### config.mk
export PLATFORM = sky130hd
export DESIGN_NAME = a429_tx_top
export DESIGN_NICKNAME = d
export VERILOG_FILES = /design/src/rtl/a429_pkg.sv /design/src/rtl/a429_tick_gen.sv /design/src/rtl/a429_fifo.sv /design/src/rtl/a429_serializer.sv /design/src/rtl/a429_tx_top.sv
export SDC_FILE = /design/constraint.sdc
export NUM_CORES = 1
export LEC_CHECK = 0
export CORE_MARGIN = 3
export CORE_UTILIZATION = 55
export DETAILED_ROUTE_END_ITERATION = 7
export GPL_TIMING_DRIVEN = 0
export PLACE_DENSITY = 0.73
export SLEW_MARGIN = 20
export SYNTH_ARGS = -nofsm -noshare
export SYNTH_HDL_FRONTEND = slang
export SYNTH_HIERARCHICAL = 1
export SYNTH_SLANG_ARGS = --single-unit
### constraint.sdc
create_clock -name clk -period 6.3 [get_ports clk]
set_input_delay 1.26 -clock clk [delete_from_list [all_inputs] [get_ports clk]]
set_output_delay 1.26 -clock clk [all_outputs]
set_load 0.005 [all_outputs]
### src/rtl/a429_pkg.sv
package a429_pkg;

    localparam int WORD_W    = 32;
    localparam int HALF_FAST = 5;
    localparam int HALF_SLOW = 40;
    localparam int GAP_BITS  = 4;
    localparam int CNT_W     = $clog2(2 * GAP_BITS * HALF_SLOW + 1);
    localparam int IDX_W     = $clog2(WORD_W);

    // Control word: bit3 src_spi, bit2 slow, bit1 par_even, bit0 par_en
    typedef struct packed {
        logic src_spi;
        logic slow;
        logic par_even;
        logic par_en;
    } ctrl_t;

    typedef enum logic [1:0] {
        TX_IDLE,
        TX_DRIVE,
        TX_NULL,
        TX_GAP
    } tx_state_e;

    function automatic logic [WORD_W-1:0] apply_parity(input logic [WORD_W-1:0] w,
                                                       input ctrl_t c);
        logic [WORD_W-1:0] r;
        r = w;
        if (c.par_en)
            r[WORD_W-1] = (^w[WORD_W-2:0]) ^ ~c.par_even;
        return r;
    endfunction

    function automatic logic [CNT_W-1:0] half_ticks(input logic slow);
        return slow ? CNT_W'(HALF_SLOW) : CNT_W'(HALF_FAST);
    endfunction

endpackage

### src/rtl/a429_tick_gen.sv
module a429_tick_gen #(
    parameter int DIV_W = 8
) (
    input  logic             clk,
    input  logic             rst,
    input  logic             src_spi,
    input  logic [DIV_W-1:0] div_ratio,
    input  logic             ext_ref,
    input  logic             spi_sck,
    output logic             tick
);
    logic             sel_raw;
    logic [2:0]       sync_q;
    logic             rise;
    logic [DIV_W-1:0] div_cnt;

    assign sel_raw = src_spi ? spi_sck : ext_ref;
    assign rise    = sync_q[1] & ~sync_q[2];

    always_ff @(posedge clk) begin
        if (rst) begin
            sync_q  <= '0;
            div_cnt <= '0;
            tick    <= 1'b0;
        end else begin
            sync_q <= {sync_q[1:0], sel_raw};
            tick   <= 1'b0;
            if (rise) begin
                if (!src_spi || div_ratio <= DIV_W'(1)) begin
                    tick    <= 1'b1;
                    div_cnt <= '0;
                end else if (div_cnt >= div_ratio - DIV_W'(1)) begin
                    tick    <= 1'b1;
                    div_cnt <= '0;
                end else begin
                    div_cnt <= div_cnt + DIV_W'(1);
                end
            end
        end
    end

    AST_TICK_PULSE: assert property (@(posedge clk) disable iff (rst)
        tick |=> !tick);

endmodule

### src/rtl/a429_fifo.sv
module a429_fifo #(
    parameter int W     = 32,
    parameter int DEPTH = 8
) (
    input  logic         clk,
    input  logic         rst,
    input  logic         clr,
    input  logic         push,
    input  logic [W-1:0] wdata,
    input  logic         pop,
    output logic [W-1:0] rdata,
    output logic         full,
    output logic         empty
);
    localparam int AW = $clog2(DEPTH);
    localparam int PW = AW + 1;

    logic [W-1:0]  mem [DEPTH];
    logic [PW-1:0] wp, rp, used;
    logic          do_push, do_pop;

    assign used    = wp - rp;
    assign full    = (used == PW'(DEPTH));
    assign empty   = (used == '0);
    assign do_push = push & ~full;
    assign do_pop  = pop & ~empty;
    assign rdata   = mem[rp[AW-1:0]];

    always_ff @(posedge clk) begin
        if (rst || clr) begin
            wp <= '0;
            rp <= '0;
        end else begin
            if (do_push) wp <= wp + PW'(1);
            if (do_pop)  rp <= rp + PW'(1);
        end
    end

    always_ff @(posedge clk) begin
        if (do_push && !clr)
            mem[wp[AW-1:0]] <= wdata;
    end

    AST_FULL_HOLD: assert property (@(posedge clk) disable iff (rst)
        (full && push && !pop && !clr) |=> (full && $stable(wp)));

endmodule

### src/rtl/a429_serializer.sv
module a429_serializer
    import a429_pkg::*;
(
    input  logic              clk,
    input  logic              rst,
    input  logic              clr,
    input  logic              tick,
    input  ctrl_t             ctrl,
    input  logic              fifo_empty,
    input  logic [WORD_W-1:0] fifo_rdata,
    output logic              pop,
    output logic              busy,
    output logic              line_hi,
    output logic              line_lo
);
    tx_state_e         state;
    logic [WORD_W-1:0] word_q;
    logic [IDX_W-1:0]  idx;
    logic [CNT_W-1:0]  cnt;
    logic [CNT_W-1:0]  half, gap;
    logic              cur_bit;

    assign half    = half_ticks(ctrl.slow);
    assign gap     = half * CNT_W'(2 * GAP_BITS);
    assign cur_bit = word_q[idx];
    assign busy    = (state == TX_DRIVE) || (state == TX_NULL);
    assign line_hi = (state == TX_DRIVE) &&  cur_bit;
    assign line_lo = (state == TX_DRIVE) && !cur_bit;

    always_comb begin
        pop = 1'b0;
        if (tick && !fifo_empty) begin
            if (state == TX_IDLE)
                pop = 1'b1;
            else if (state == TX_GAP && cnt >= gap - CNT_W'(1))
                pop = 1'b1;
        end
    end

    always_ff @(posedge clk) begin
        if (rst || clr) begin
            state  <= TX_IDLE;
            word_q <= '0;
            idx    <= '0;
            cnt    <= '0;
        end else if (tick) begin
            if (pop) begin
                word_q <= apply_parity(fifo_rdata, ctrl);
                idx    <= '0;
                cnt    <= '0;
                state  <= TX_DRIVE;
            end else begin
                case (state)
                    TX_IDLE: cnt <= '0;
                    TX_DRIVE: begin
                        if (cnt >= half - CNT_W'(1)) begin
                            cnt   <= '0;
                            state <= TX_NULL;
                        end else begin
                            cnt <= cnt + CNT_W'(1);
                        end
                    end
                    TX_NULL: begin
                        if (cnt >= half - CNT_W'(1)) begin
                            cnt <= '0;
                            if (idx == IDX_W'(WORD_W - 1)) begin
                                state <= TX_GAP;
                            end else begin
                                idx   <= idx + IDX_W'(1);
                                state <= TX_DRIVE;
                            end
                        end else begin
                            cnt <= cnt + CNT_W'(1);
                        end
                    end
                    default: begin
                        if (cnt >= gap - CNT_W'(1)) begin
                            cnt   <= '0;
                            state <= TX_IDLE;
                        end else begin
                            cnt <= cnt + CNT_W'(1);
                        end
                    end
                endcase
            end
        end
    end

    AST_PARITY_ODD: assert property (@(posedge clk) disable iff (rst)
        (pop && !clr && ctrl.par_en && !ctrl.par_even) |=> (^word_q));

    AST_PARITY_EVEN: assert property (@(posedge clk) disable iff (rst)
        (pop && !clr && ctrl.par_en && ctrl.par_even) |=> !(^word_q));

    AST_PARITY_BYPASS: assert property (@(posedge clk) disable iff (rst)
        (pop && !clr && !ctrl.par_en) |=> (word_q == $past(fifo_rdata)));

    AST_MR_NULL: assert property (@(posedge clk) disable iff (rst)
        clr |=> (!line_hi && !line_lo));

endmodule

### src/rtl/a429_tx_top.sv
module a429_tx_top
    import a429_pkg::*;
#(
    parameter int FIFO_DEPTH = 8,
    parameter int DIV_W      = 8
) (
    input  logic              clk,
    input  logic              rst,
    input  logic              mr,
    input  logic              ext_ref,
    input  logic              spi_sck,
    input  logic              ctrl_we,
    input  logic [3:0]        ctrl_wdata,
    input  logic              div_we,
    input  logic [DIV_W-1:0]  div_wdata,
    input  logic              wr_en,
    input  logic [WORD_W-1:0] wr_data,
    output logic              fifo_full,
    output logic              fifo_empty,
    output logic              tx_ready,
    output logic              ref_tick,
    output logic              line_hi,
    output logic              line_lo
);
    ctrl_t             ctrl_q;
    logic [DIV_W-1:0]  div_q;
    logic              pop, busy;
    logic [WORD_W-1:0] head;

    always_ff @(posedge clk) begin
        if (rst) begin
            ctrl_q <= '0;
            div_q  <= '0;
        end else begin
            if (ctrl_we) ctrl_q <= ctrl_t'(ctrl_wdata);
            if (div_we)  div_q  <= div_wdata;
        end
    end

    a429_tick_gen #(.DIV_W(DIV_W)) u_tick (
        .clk      (clk),
        .rst      (rst),
        .src_spi  (ctrl_q.src_spi),
        .div_ratio(div_q),
        .ext_ref  (ext_ref),
        .spi_sck  (spi_sck),
        .tick     (ref_tick)
    );

    a429_fifo #(.W(WORD_W), .DEPTH(FIFO_DEPTH)) u_fifo (
        .clk  (clk),
        .rst  (rst),
        .clr  (mr),
        .push (wr_en),
        .wdata(wr_data),
        .pop  (pop),
        .rdata(head),
        .full (fifo_full),
        .empty(fifo_empty)
    );

    a429_serializer u_ser (
        .clk       (clk),
        .rst       (rst),
        .clr       (mr),
        .tick      (ref_tick),
        .ctrl      (ctrl_q),
        .fifo_empty(fifo_empty),
        .fifo_rdata(head),
        .pop       (pop),
        .busy      (busy),
        .line_hi   (line_hi),
        .line_lo   (line_lo)
    );

    assign tx_ready = fifo_empty && !busy;

    AST_WRITE_CLEARS_READY: assert property (@(posedge clk) disable iff (rst)
        (wr_en && !fifo_full && !mr) |=> !tx_ready);

    AST_MR_EMPTIES: assert property (@(posedge clk) disable iff (rst)
        mr |=> (fifo_empty && tx_ready));

endmodule

# After elaboration in Yosys (flattened, before gate mapping)
# Memory sizes are Yosys's and may differ from the RTL's. A register that Yosys moved wholly into a read port is not among the register bits.
# Index checks and enable logic that the tools add are counted.
[word_totals]
regBits = 80
ramBits = 256
in_bits = 52
output_inout_bits = 6
word_cells = 102
memories = 1
[op_classes]
n_addsub = 9
magnitude_cmp = 5
n_eq_ne = 9
mux = 30
n_bitwise = 9
n_reduce_logical = 25
[memory_table]
columns = ["memory", "depth", "word_bits", "read_ports", "rd_clocked_by_memory_dff", "wr", "line_no", "text"]
rows = [
  ["u_fifo.mem", 8, 32, 1, 1, 1, "a429_fifo.sv:18", "logic [W-1:0] mem [DEPTH];"],
]
[op_table]
columns = ["cell", "count"]
rows = [
  ["$reduce_xor 31->1", 1],
  ["$mux 9", 3],
  ["$mux 5", 4],
  ["$ge 9x9->1", 2],
  ["$pmux 9 s2", 1],
  ["$sub 9x1->9 const B", 2],
  ["$mux 8", 2],
  ["$mux 1", 10],
  ["$mux 2", 5],
  ["$add 9x1->9 const B", 1],
  ["$add 4x1->4 const B", 2],
  ["$add 8x1->8 const B", 1],
  ["$ge 8x8->1", 1],
  ["$le 8x1->1 const B", 1],
  ["$sub 8x1->8 const B", 1],
  ["$logic_and 1x1->1", 6],
  ["$lt 5x6->1 const B", 1],
  ["$mux 3", 2],
  ["$mux 6", 1],
  ["$ne 3x3->1 const B", 2],
  ["$pmux 2 s3", 1],
  ["$add 5x1->5 const B", 1],
  ["$bmux 1 s5", 1],
  ["$eq 5x5->1 const B", 1],
  ["18 further kinds", 34],
]

# Logic depth before layout (Yosys ltp)
[depth]
depth_word = 10
mapped_depth = 13
mapped_depth_nobuf = 12

# By module
# Netlist, hierarchy kept.
[by_module_without_submodules]
columns = ["module", "n_inst", "cells_each", "area_each_um2", "seq_area_each_um2"]
rows = [
  ["a429_fifo", 1, 458, 10303.6, 7907.6],
  ["a429_serializer", 1, 338, 2882.8, 960.9],
  ["a429_tick_gen", 1, 92, 817.0, 240.2],
  ["a429_tx_top", 1, 40, 432.9, 240.2],
]

# Least setup slack after synthesis
# OpenSTA, ideal clock, no wires.
[synth_path]
path_type = "input to register"
startpoint = "input port wr_en"
endpoint = "memory u_fifo.mem[0][0] (enable)"
setup_time_ns = 0.513
arrival_time_ns = 4.984
required_time_ns = 5.787
setup_slack_ns = 0.803
cell_stages = 3
path_buffers = 0
cell_sequence = "o31a_1 -> nand2_1 -> nor4b_1"
[synth_between]
elab_chain_cells = 4
[synth_lines]
columns = ["item", "line_no", "text"]
rows = [
  ["start, declared", "a429_tx_top.sv:16", "input logic wr_en,"],
  ["$and 1x1->1", "a429_fifo.sv:25", "assign do_push = push & ~full;"],
  ["$logic_and 1x1->1", "a429_fifo.sv:40", "if (do_push && !clr)"],
  ["$mux 1", "a429_fifo.sv:40", ""],
  ["$mux 1 (not written as such)", "a429_fifo.sv:41", "mem[wp[AW-1:0]] <= wdata;"],
  ["end, declared", "a429_fifo.sv:18", ""],
]
# Every way passes these cells.

# Worst setup path after layout
[layout_path]
startpoint = "register u_ser.idx[0]"
endpoint = "output port line_lo"
[layout_between]
elab_chain_cells = 4
[layout_lines]
columns = ["item", "line_no", "text"]
rows = [
  ["start, declared", "a429_serializer.sv:18", "logic [IDX_W-1:0] idx;"],
  ["start signal, assigned", "a429_serializer.sv:69", "idx <= idx + IDX_W'(1);"],
  ["$bmux 1 s5", "a429_serializer.sv:25", "assign cur_bit = word_q[idx];"],
  ["$mux 1 (not written as such)", "a429_serializer.sv:25", ""],
  ["$logic_not 1->1", "a429_serializer.sv:28", "assign line_lo = (state == TX_DRIVE) && !cur_bit;"],
  ["$logic_and 1x1->1", "a429_serializer.sv:28", ""],
  ["end, declared", "a429_tx_top.sv:23", "output logic line_lo"],
]
# Every way passes these cells. The select of a mux whose other input is x is not followed.

==> qor.yml <==
outcome:
  outcome: "completed"
run:
  maxCapViolCount: 0
pwr:
  power_frac_clock: 0.425
  p_leak_nw: 5.535
  cell_internal_pwr_mw: 3.670
  netSwitchingFraction: 0.2022
  power_frac_comb: 0.047
  p_sw_mw: 0.9300
  vdd_drop_max_mv: 0.2431
  seqPwrFrac: 0.529
  power.density_nw_per_um2: 271.8
critical_path:
  critical_path_arrival_ns: 3.64
  start_kind: "register"
  cp_max_fo: 10
  endpoint_kind: "output pin"
  worst_ep_required_time_ns: 5.04
  critical_path_class: "register to output pin"
timing:
  slew_headroom: 0.4538
  rsz0062_at_grt: "no"
  fin_tns_setup_ns: 0
  finalCritPeriodShare: 0.7770
  finalCriticalPeriod_ns: 4.895
  finalMaxSlewViolations: 0
  worst_pin_slew_ns: 0.8193
  hold_violations: 0
  setup_viol: 0
  skew_ns: 0.01207
  max_freq_mhz: 204.3
  fin_hold_ws_ns: 0.4555
place:
  dp_hpwl_um: 20070
  gp_congestion: 0.8430
  port_buffers: 55
drt:
  avgViaCountPerCell: 5.882
  wl_um: 29230
  vias: 8317
  drt_first_pass_iters: 5
  drt_iter0_markers: 434
  wire_per_inst_um: 20.67
  drc: 0
  drtAntennaViolNets: 0
synthesis:
  yosysWarnings: 6
  synth.cell_area_um2: 14440
  synth_nets: 1010
  synthArstFlopShare: 0
  ys_ff_latch: 339
  synth_cell_types: 61
  synth_edf_count: 256
  ys_seq_area_frac: 0.6476
  syn_inst: 928
  postSynthAreaPerCell_um2: 15.56
  synth_ff_type: "edfxtp_1"
global_route:
  grt_max_degree: 19
  track_usage: 0.2111
  grt_first_pass_wirelength_um: 46660
  antenna_found_initial: 0
  grt_pass1_vias: 8272
  grt_overflow: 0
layout:
  diodes: 0
  nNetsFinal: 1141
  final_common_cell: "edfxtp_1"
  drive_gt1_frac: 0.2131
  fillCellCount: 1751
  multi_input_area_um2: 4880
  area_growth_pct: 17.22
  regArea_um2: 9349
  post-route-util: 0.6644
  final_cell_mix: "edfxtp_1, nand2_1, dfxtp_1, mux4_2, clkdlybuf4s50_1"
floorplanning:
  die_w_um: 168.0
  row_count: 58
  io_pins: 58
  dieArea_um2: 28230
  core-area_um2: 25470
  die_h_um: 168.0
  initial_core_util: 0.5668
clock_tree:
  cts_sinks: 339
  cts_root_buf: "clkbuf_16"
  clk_path_buf_depth: 3
  cts_buffers: 35
  htree_levels: 2
  post_cts_buffers: 0
  clock_latency_ns: 0.51
  cts_tree: "yes"
  clk_pin_slew_ns: 0.06
  cts_hold_buf: 0
  cts_resized: 0
worst_hold_path:
  hp-class: "register to register"
-- power groups by stage --
stage / Combinational [mW] / Sequential, mW / Clock (mW)
after detailed placement: 0.215 / 2.48 / 0
final: 0.215 / 2.43 / 1.95
after floorplan: 0.124 / 2.48 / 0
after global placement: 0.206 / 2.48 / 0
after global routing: 0.234 / 2.43 / 2.11
after CTS: 0.216 / 2.43 / 2.01
-- state kept, by name, indices dropped and copies added, names as in the netlist, named ones only --
signal	count
u_ser/state	2
u_fifo/wp	4
u_tick/div_cnt	8
u_tick/sync_q	3
ctrl_q	4
u_tick/tick	1
u_ser/cnt	9
u_ser/word_q	32
u_fifo/mem	256
u_ser/idx	5
div_q	8
u_fifo/rp	4
-- Yosys cell counts (all sizes together) (4+ instances only) --
cell	n	area [um^2]
nor3	9	45.04
and2	4	25.02
edfxtp	256	7687
a21oi	53	269.0
mux2	33	371.6
inv	19	71.32
nand4	10	62.56
or4	7	63.81
nor2	29	108.9
nand2	96	360.4
dfxtp	83	1662
nor2b	8	50.05
mux2i	18	180.2
mux4	74	1667
o2111ai	4	52.56
clkbuf	28	107.6
nor4	9	71.32
and3	7	43.79
o21ai	10	50.04
or3	5	32.53
a21boi	5	37.54
o311ai	7	91.34
nand3	19	95.09
o31ai	10	75.07
xnor2	36	315.3
o211ai	4	30.03
buf	15	77.57
ha	30	375.4
xor2	8	70.07
nand2b	7	43.79
-- worst max-delay path, stage by stage (launching register included) --
cell	delay [ns]
dfxtp_1	0.43
buf_1	0.62
mux4_2	0.63
mux4_2	0.48
mux2i_1	0.29
and2_1	0.18
clkdlybuf4s50_1	0.49
-- final timing paths --
kind                                 startpoint                            end  slack (ns)  cells past startpoint
setup / recovery      u_ser/idx[0]$_SDFFE_PP0P_                        line_lo        1.40                      6
hold / removal    u_ser/word_q[19]$_SDFFE_PP0P_  u_ser/word_q[19]$_SDFFE_PP0P_        0.46                      2
setup reg to reg      u_fifo/wp[1]$_SDFFE_PP0P_      u_fifo/rp[0]$_SDFFE_PP0P_        2.46                     11
hold reg to reg   u_ser/word_q[19]$_SDFFE_PP0P_  u_ser/word_q[19]$_SDFFE_PP0P_        0.46                      2
-- per-stage QoR --
stage                     instance area (um^2)  power, mW  setup slack [ns]  std cells
final                                    16920      4.600             1.405       1414
after global routing                     16920      4.775             1.199       1414
after CTS                                16920      4.653             1.365       1414
after detailed placement                 15830      2.694             1.913       1352
after global placement                   15400      2.687            -3.296       1313
after floorplan                          14440      2.601            0.8028        928
-- metal layers --
metal	up-vias	part of all wire	track usage
li1	3875	-	-
met1	4225	0.44	0.3016
met2	175	0.50	0.3443
met3	42	0.039	0.03170
met4	0	0.021	0.05870
met5	-	0	0
-- layout make-up --
| type | instances | share of cell area |
|---|---|---|
| clock buffer | 47 | 0.05619 |
| multi-input combinational | 526 | 0.2884 |
| tap | 330 | 0.02440 |
| timing repair buffer | 94 | 0.05508 |
| buffer | 43 | 0.01094 |
| inverter | 20 | 0.004436 |
| clock inverter | 15 | 0.008133 |
| sequential | 339 | 0.5525 |
-- cells by family (layout without fill, tap and decap cells) --
| group | Yosys count | in the layout | synth area share |
|---|---|---|---|
| mux | 125 | 125 | 0.1537 |
| simple gates | 217 | 217 | 0.07341 |
| xor+xnor | 45 | 45 | 0.02825 |
| compound gates | 109 | 109 | 0.05304 |
| fa+ha+maj | 30 | 30 | 0.02600 |
| flops | 339 | 339 | 0.6476 |
| buf+inv | 63 | 219 | 0.01803 |
No activity file was read; power rests on OpenSTA's default activity.
